## src/rtl/mdrop_rx_pkg.sv

```systemverilog
package mdrop_rx_pkg;

  typedef enum logic [2:0] {
    S_IDLE,
    S_START,
    S_BITS,
    S_STOP,
    S_WAITHI
  } rx_state_e;

  typedef struct packed {
    logic       ferr;
    logic       tag;
    logic [7:0] data;
  } rx_char_t;

  localparam int CHAR_W = $bits(rx_char_t);

endpackage

```

## src/rtl/mdrop_rx_frame.sv

```systemverilog
module mdrop_rx_frame
  import mdrop_rx_pkg::*;
#(
  parameter int OSR = 16
) (
  input  logic     clk,
  input  logic     rst,
  input  logic     tick,
  input  logic     line,
  input  logic     run,
  input  logic     restart,
  input  logic     mdrop,
  input  logic [1:0] len,
  output logic     char_valid,
  output rx_char_t char_out,
  output logic     busy
);

  localparam int CW = $clog2(OSR);
  localparam logic [CW-1:0] HALF = CW'(OSR / 2 - 1);
  localparam logic [CW-1:0] LAST = CW'(OSR - 1);

  rx_state_e      state;
  logic [CW-1:0]  cnt;
  logic [3:0]     idx;
  logic [8:0]     sh;
  logic [3:0]     last_idx;
  logic [3:0]     tag_idx;
  logic [7:0]     data_mask;

  assign last_idx  = 4'd4 + {2'b00, len} + {3'b000, mdrop};
  assign tag_idx   = 4'd5 + {2'b00, len};
  assign data_mask = 8'hFF >> (2'd3 - len);
  assign busy      = (state != S_IDLE);

  always_ff @(posedge clk) begin
    if (rst || !run || restart) begin
      state      <= S_IDLE;
      cnt        <= '0;
      idx        <= '0;
      sh         <= '0;
      char_valid <= 1'b0;
      char_out   <= '0;
    end else begin
      char_valid <= 1'b0;
      if (tick) begin
        case (state)
          S_IDLE: begin
            if (!line) begin
              state <= S_START;
              cnt   <= '0;
            end
          end
          S_START: begin
            if (cnt == HALF) begin
              cnt <= '0;
              idx <= '0;
              sh  <= '0;
              state <= line ? S_IDLE : S_BITS;
            end else begin
              cnt <= cnt + 1'b1;
            end
          end
          S_BITS: begin
            if (cnt == LAST) begin
              cnt     <= '0;
              sh[idx] <= line;
              if (idx == last_idx) state <= S_STOP;
              else                 idx   <= idx + 1'b1;
            end else begin
              cnt <= cnt + 1'b1;
            end
          end
          S_STOP: begin
            if (cnt == LAST) begin
              cnt           <= '0;
              char_valid    <= 1'b1;
              char_out.data <= sh[7:0] & data_mask;
              char_out.tag  <= mdrop & sh[tag_idx];
              char_out.ferr <= !line;
              state         <= line ? S_IDLE : S_WAITHI;
            end else begin
              cnt <= cnt + 1'b1;
            end
          end
          S_WAITHI: begin
            if (line) state <= S_IDLE;
          end
          default: state <= S_IDLE;
        endcase
      end
    end
  end

  AST_GLITCH_REJECT: assert property (@(posedge clk) disable iff (rst)
    (run && !restart && tick && state == S_START && cnt == HALF && line) |=> state == S_IDLE);

  AST_ENABLE_RESTART: assert property (@(posedge clk) disable iff (rst)
    restart |=> (state == S_IDLE && !char_valid));

endmodule

```

## src/rtl/mdrop_rx_fifo.sv

```systemverilog
module mdrop_rx_fifo #(
  parameter int DEPTH = 16,
  parameter int W     = 10
) (
  input  logic         clk,
  input  logic         rst,
  input  logic         push,
  input  logic [W-1:0] din,
  input  logic         pop,
  output logic [W-1:0] dout,
  output logic         full,
  output logic         empty,
  output logic         one_left
);

  localparam int AW = $clog2(DEPTH);
  localparam logic [AW:0] FULL_CNT = (AW+1)'(DEPTH);

  logic [W-1:0]  mem [DEPTH];
  logic [AW-1:0] wptr;
  logic [AW-1:0] rptr;
  logic [AW:0]   count;

  assign full     = (count == FULL_CNT);
  assign empty    = (count == '0);
  assign one_left = (count == (AW+1)'(1));
  assign dout     = mem[rptr];

  always_ff @(posedge clk) begin
    if (push) mem[wptr] <= din;
  end

  always_ff @(posedge clk) begin
    if (rst) begin
      wptr  <= '0;
      rptr  <= '0;
      count <= '0;
    end else begin
      if (push) wptr <= (wptr == AW'(DEPTH - 1)) ? '0 : wptr + 1'b1;
      if (pop)  rptr <= (rptr == AW'(DEPTH - 1)) ? '0 : rptr + 1'b1;
      case ({push, pop})
        2'b10:   count <= count + 1'b1;
        2'b01:   count <= count - 1'b1;
        default: count <= count;
      endcase
    end
  end

  AST_NO_OVERFLOW: assert property (@(posedge clk) disable iff (rst)
    !(push && full));

  AST_COUNT_STEP: assert property (@(posedge clk) disable iff (rst)
    (push && !pop) |=> count == $past(count) + 1'b1);

endmodule

```

## src/rtl/mdrop_rx_ctrl.sv

```systemverilog
module mdrop_rx_ctrl (
  input  logic clk,
  input  logic rst,
  input  logic cmd_enable,
  input  logic cmd_disable,
  input  logic mdrop,
  input  logic busy,
  input  logic char_valid,
  input  logic char_tag,
  input  logic fifo_full,
  input  logic fifo_empty,
  input  logic fifo_one,
  input  logic rd_strobe,
  output logic run,
  output logic restart,
  output logic push,
  output logic pop,
  output logic ready,
  output logic overrun
);

  logic rx_en;
  logic pend_off;
  logic accept;

  assign run     = rx_en | mdrop;
  assign restart = cmd_enable & !mdrop;
  assign accept  = char_valid & (rx_en | (mdrop & char_tag));
  assign push    = accept & !fifo_full;
  assign pop     = rd_strobe & !fifo_empty;

  always_ff @(posedge clk) begin
    if (rst) begin
      rx_en    <= 1'b0;
      pend_off <= 1'b0;
    end else if (cmd_enable) begin
      rx_en    <= 1'b1;
      pend_off <= 1'b0;
    end else if (cmd_disable) begin
      if (busy) pend_off <= 1'b1;
      else      rx_en    <= 1'b0;
    end else if (pend_off && !busy) begin
      rx_en    <= 1'b0;
      pend_off <= 1'b0;
    end
  end

  always_ff @(posedge clk) begin
    if (rst) begin
      ready   <= 1'b0;
      overrun <= 1'b0;
    end else begin
      if (push)                  ready <= 1'b1;
      else if (pop && fifo_one)  ready <= 1'b0;
      if (accept && fifo_full)   overrun <= 1'b1;
    end
  end

  AST_SLEEP_DROP: assert property (@(posedge clk) disable iff (rst)
    (char_valid && !rx_en && !char_tag) |-> !push);

  AST_OVR_STICKY: assert property (@(posedge clk) disable iff (rst)
    overrun |=> overrun);

  AST_DISABLE_DEFER: assert property (@(posedge clk) disable iff (rst)
    (cmd_disable && !cmd_enable && busy && rx_en) |=> rx_en);

endmodule

```

## src/rtl/mdrop_rx.sv

```systemverilog
module mdrop_rx
  import mdrop_rx_pkg::*;
#(
  parameter int OSR        = 16,
  parameter int FIFO_DEPTH = 16
) (
  input  logic       clk,
  input  logic       rst,
  input  logic       rxd,
  input  logic       tick16,
  input  logic       mdrop_mode,
  input  logic [1:0] char_len,
  input  logic       cmd_enable,
  input  logic       cmd_disable,
  input  logic       rd_strobe,
  output logic [7:0] rd_data,
  output logic       rd_tag,
  output logic       rd_ferr,
  output logic       rx_ready,
  output logic       overrun
);

  logic [1:0] sync_q;
  logic       line;
  logic       run, restart, busy;
  logic       char_valid;
  rx_char_t   char_in;
  rx_char_t   head;
  logic       push, pop;
  logic       fifo_full, fifo_empty, fifo_one;

  always_ff @(posedge clk) begin
    if (rst) sync_q <= 2'b11;
    else     sync_q <= {sync_q[0], rxd};
  end
  assign line = sync_q[1];

  mdrop_rx_frame #(.OSR(OSR)) u_frame (
    .clk        (clk),
    .rst        (rst),
    .tick       (tick16),
    .line       (line),
    .run        (run),
    .restart    (restart),
    .mdrop      (mdrop_mode),
    .len        (char_len),
    .char_valid (char_valid),
    .char_out   (char_in),
    .busy       (busy)
  );

  mdrop_rx_ctrl u_ctrl (
    .clk         (clk),
    .rst         (rst),
    .cmd_enable  (cmd_enable),
    .cmd_disable (cmd_disable),
    .mdrop       (mdrop_mode),
    .busy        (busy),
    .char_valid  (char_valid),
    .char_tag    (char_in.tag),
    .fifo_full   (fifo_full),
    .fifo_empty  (fifo_empty),
    .fifo_one    (fifo_one),
    .rd_strobe   (rd_strobe),
    .run         (run),
    .restart     (restart),
    .push        (push),
    .pop         (pop),
    .ready       (rx_ready),
    .overrun     (overrun)
  );

  mdrop_rx_fifo #(.DEPTH(FIFO_DEPTH), .W(CHAR_W)) u_fifo (
    .clk      (clk),
    .rst      (rst),
    .push     (push),
    .din      (char_in),
    .pop      (pop),
    .dout     (head),
    .full     (fifo_full),
    .empty    (fifo_empty),
    .one_left (fifo_one)
  );

  assign rd_data = head.data;
  assign rd_tag  = head.tag;
  assign rd_ferr = head.ferr;

  AST_READY_EMPTY: assert property (@(posedge clk) disable iff (rst)
    rx_ready == !fifo_empty);

endmodule

```

## config.mk

```make
export PLATFORM = sky130hd
export DESIGN_NAME = mdrop_rx
export DESIGN_NICKNAME = d
export VERILOG_FILES = /design/src/rtl/mdrop_rx_pkg.sv /design/src/rtl/mdrop_rx_frame.sv /design/src/rtl/mdrop_rx_fifo.sv /design/src/rtl/mdrop_rx_ctrl.sv /design/src/rtl/mdrop_rx.sv
export SDC_FILE = /design/constraint.sdc
export NUM_CORES = 1
export LEC_CHECK = 0
export CAP_MARGIN = 10
export CORE_ASPECT_RATIO = 0.9
export CORE_MARGIN = 1.5
export CORE_UTILIZATION = 45
export DETAILED_ROUTE_END_ITERATION = 7
export GPL_ROUTABILITY_DRIVEN = 0
export PLACE_DENSITY_LB_ADDON = 0.1
export SYNTH_ARGS = -nofsm -noshare
export SYNTH_HDL_FRONTEND = slang
export SYNTH_HIERARCHICAL = 1
export SYNTH_SLANG_ARGS = --single-unit
export TNS_END_PERCENT = 50
```

## constraint.sdc

```tcl
create_clock -name clk -period 4.7 [get_ports clk]
set_input_delay 0.47 -clock clk [delete_from_list [all_inputs] [get_ports clk]]
set_output_delay 0.47 -clock clk [all_outputs]
set_load 0.01 [all_outputs]
```

==> reports/summary.md <==
### Outcome
* run status: finished, final reports clean

### CTS
* Skew-Pair Late Insertion Delay: 500 ps
* Clk pin slew, worst setup/hold paths: 60 ps
* maximum level of the CTS H-tree: 1
* root buffer cell: clkbuf_16
* clock tree from TritonCTS: done
* CTS Buf Count: 23
* hold_buf cts: 0
* clock sink count: 214
* number of gates resized after cts: 0
* postcts setup bufs: 0
* number of buffers on the longest clock path: 3

### Timing
* pin slew with the least headroom to its limit: 1060 ps
* worst hold slack after final layout: 412 ps
* Final min period: 3510 ps
* highest clock rate: 285 MHz
* setup repair after global routing missed its margin: no
* Pins Over Slew Limit: 0
* worst slew margin relative to its limit: 29.1%
* largest clock skew in the final design: 12.1 ps
* final period utilization: 74.6%
* Final Hold Fails: 0
* Final TNS setup: 0 ps
* count of endpoints failing setup in the final report: 0

### Floorplan
* number of top-level design ports: 22
* Initial Util: 46.2%
* die outline height: 137 um
* num rows: 48
* die area: 20700 um^2
* Die X: 152 um
* core area: 19300 um^2

### Logic synthesis
* Mapped Avg Cell Area: 15.6 um^2
* share of synthesized area occupied by flip-flops and latches: 65.9%
* post-synthesis instance area: 8930 um^2
* Warnings, synthesis: 6
* flip-flop and latch count after synthesis: 214
* synthesized netlist net count: 602
* count of flip-flops with a built-in enable after synthesis: 160
* Cell variety after synth: 65
* number of cells produced by synthesis: 574
* top flip-flop cell by instance count after synthesis: edfxtp_1
* share of flip-flops with an asynchronous set or reset: 0%

### Critical path
* arrival time worst endpoint: 3040 ps
* kind of start point of the critical path: register
* capturing element type of the critical path: output pin
* R2R cell count: 5
* crit path kind: reg -> out
* FF-to-FF setup slack: 1480 ps
* worst flop-to-flop path startpoint: u_frame/char_out[8]$_SDFFE_PP0P_
* destination of the worst register-to-register timing path: u_fifo/mem[10][2]$_DFFE_PP_
* critical-path maximum fanout: 17
* endpoint required time on the critical path: 4230 ps

### Finish
* total number of nets in the final design: 627
* synthesis-to-layout area growth: 12.5%
* number of antenna diodes: 0
* non-filler cells, final: 865
* layout cell share with drive strength beyond 1: 12.5%

### Global route
* Global Route Usage Sum: 19.0%
* via count of the first global-routing pass: 5063
* antenna violations before repair: 0
* wire length of the first global-routing pass: 29300 um
* pin count of the biggest net entering global routing: 31
* global route total overflow: 0

### Routing
* number of search-and-repair iterations in the first detailed-routing pass: 5
* routed length per placed instance: 21.5 um
* post-route DRC violation count: 0
* Antenna Nets Post-Route: 0
* average via count per standard cell: 5.79
* total wire length after detailed routing: 18600 um
* vias after detailed routing: 5007
* 1st-iter DRT viols: 403

### Pwr
* total power after layout: 3.99 mW
* total leakage power: 3.71 nW
* Power per Cell Area: 397 nW/um^2
* Max VDD drop: 243 uV

### Hold path
* hold wc startpoint: sync_q[0]$_SDFF_PP1_
* Hold Crit Endpoint: sync_q[1]$_SDFF_PP1_
* HP Class: reg -> reg
* WHS Path Cells: 1

### Place
* count of buffers from port buffering: 21
* Placed Cells: 824
* half-perimeter wire length of the detailed placement result: 12000 um

### Run
* max-cap check violation count: 0

==> state kept, by name, summed over array words and instances, names as in the netlist, named ones only <==
name and cells:
sync_q 2, u_ctrl/overrun 1, u_ctrl/pend_off 1, u_ctrl/ready 1
u_ctrl/rx_en 1, u_fifo/count 5, u_fifo/mem 160, u_fifo/rptr 4
u_fifo/wptr 4, u_frame/char_out 10, u_frame/char_valid 1, u_frame/cnt 4
u_frame/idx 4, u_frame/sh 9, u_frame/state 3
==> layer usage <==
metal | GRT usage (%) | routed length (um) | up-vias
met5 | 0 | 0 | -
met1 | 27.1 | 8560 | 2551
met2 | 29.8 | 8640 | 130
met3 | 3.30 | 885 | 30
met4 | 5.88 | 468 | 0
li1 | - | - | 2296
==> worst max path at each step <==
stage	from	endpoint	slack (ps)	cells after the start
after floorplan	u_fifo/count[0]$_SDFFE_PP0P_	u_fifo/mem[11][0]$_DFFE_PP_	2340	8
after global placement	mdrop_mode	u_fifo/mem[10][9]$_DFFE_PP_	1450	6
after detailed placement	mdrop_mode	u_fifo/mem[10][2]$_DFFE_PP_	1320	6
after CTS	register	rd_data[3]	1140	5
after global routing	register	rd_data[3]	1010	5
final	register	rd_data[3]	1190	5
==> critical path, cell delays in order (launching register included) <==
cell             delay, ps
dfxtp_2                590
buf_4                  400
mux4_1                 650
a22oi_1                300
nand2_1                 80
clkdlybuf4s50_1        510
==> power by group <==
group	internal [mW]	total [mW]	leakage [nW]	switching, mW
logic	0.124	0.247	1.06	0.123
clock network	1.00	1.69	0.347	0.689
registers	2.02	2.05	2.30	0.0348
==> cell usage after synthesis, types with 8 or more instances <==
cell      number  share of area, %
mux4_1        11               3.2
a32o_1         8              0.90
dfxtp_1       54                12
edfxtp_1     160                54
nand2_1       47               2.0
nand3_1       10              0.56
o21ai_0        8              0.45
mux2i_1        9               1.0
a21oi_1       22               1.2
inv_1         15              0.63
ha_1          18               2.5
a21o_1        10              0.84
a22oi_1       20               1.7
nor2_1        23              0.97
and2_1        17               1.2
mux4_2        29               7.3
==> cells by family after synthesis <==
| kind of cell | after synthesis | synth area share (%) |
|---|---|---|
| buffers and inverters | 41 | 2.48 |
| adder cells (fa/ha/maj) | 18 | 2.52 |
| flip-flops | 214 | 65.9 |
| XOR/XNOR | 10 | 1.06 |
| AO/OA/AOI/OAI | 93 | 7.32 |
| AND/OR/NAND/NOR | 148 | 9.06 |
| multiplexers | 50 | 11.7 |
==> per-stage QoR <==
stage	utilization, %	worst slack [ps]	cell area (um^2)
2_1_floorplan	-	2340	8930
3_3_place_gp	48.3	1450	9340
3_5_place_dp	48.3	1320	9340
4_1_cts	52.0	1140	10000
5_1_grt	52.0	1010	10000
6_report	52.0	1190	10000
==> area by class of cell <==
class,instances,area [um^2]
clock buffer,25,583
clock inverter,16,130
fill,1607,9290
inverter,15,56.3
multi-input combinational,319,2830
sequential,214,5890
tap,250,313
timing repair buffer,26,248
==> cells in the final DEF, fill, tap and decap left out, types with 3 or more instances in the layout <==
master	synthesis	layout
edfxtp_1	160	160
dfxtp_1	54	53
nand2_1	47	47
mux4_2	29	29
clkbuf_16	0	23
nor2_1	23	23
a21oi_1	22	22
clkdlybuf4s50_1	0	21
a22oi_1	20	20
ha_1	18	18
and2_1	17	17
inv_1	15	15
mux4_1	11	11
nand3_1	10	10
a21o_1	10	10
mux2i_1	9	9
clkinv_1	0	8
o21ai_0	8	8
a32o_1	8	8
and3_1	6	6
xor2_1	5	5
buf_4	3	5
nor3b_1	5	4
nor2b_1	4	4
nand3b_1	4	4
nor3_1	4	4
xnor2_1	4	4
or3_1	4	4
clkinv_2	0	3
a211oi_1	3	3
nor4b_1	3	3
nand4b_1	3	3
Power figures use the tool's default switching activity.
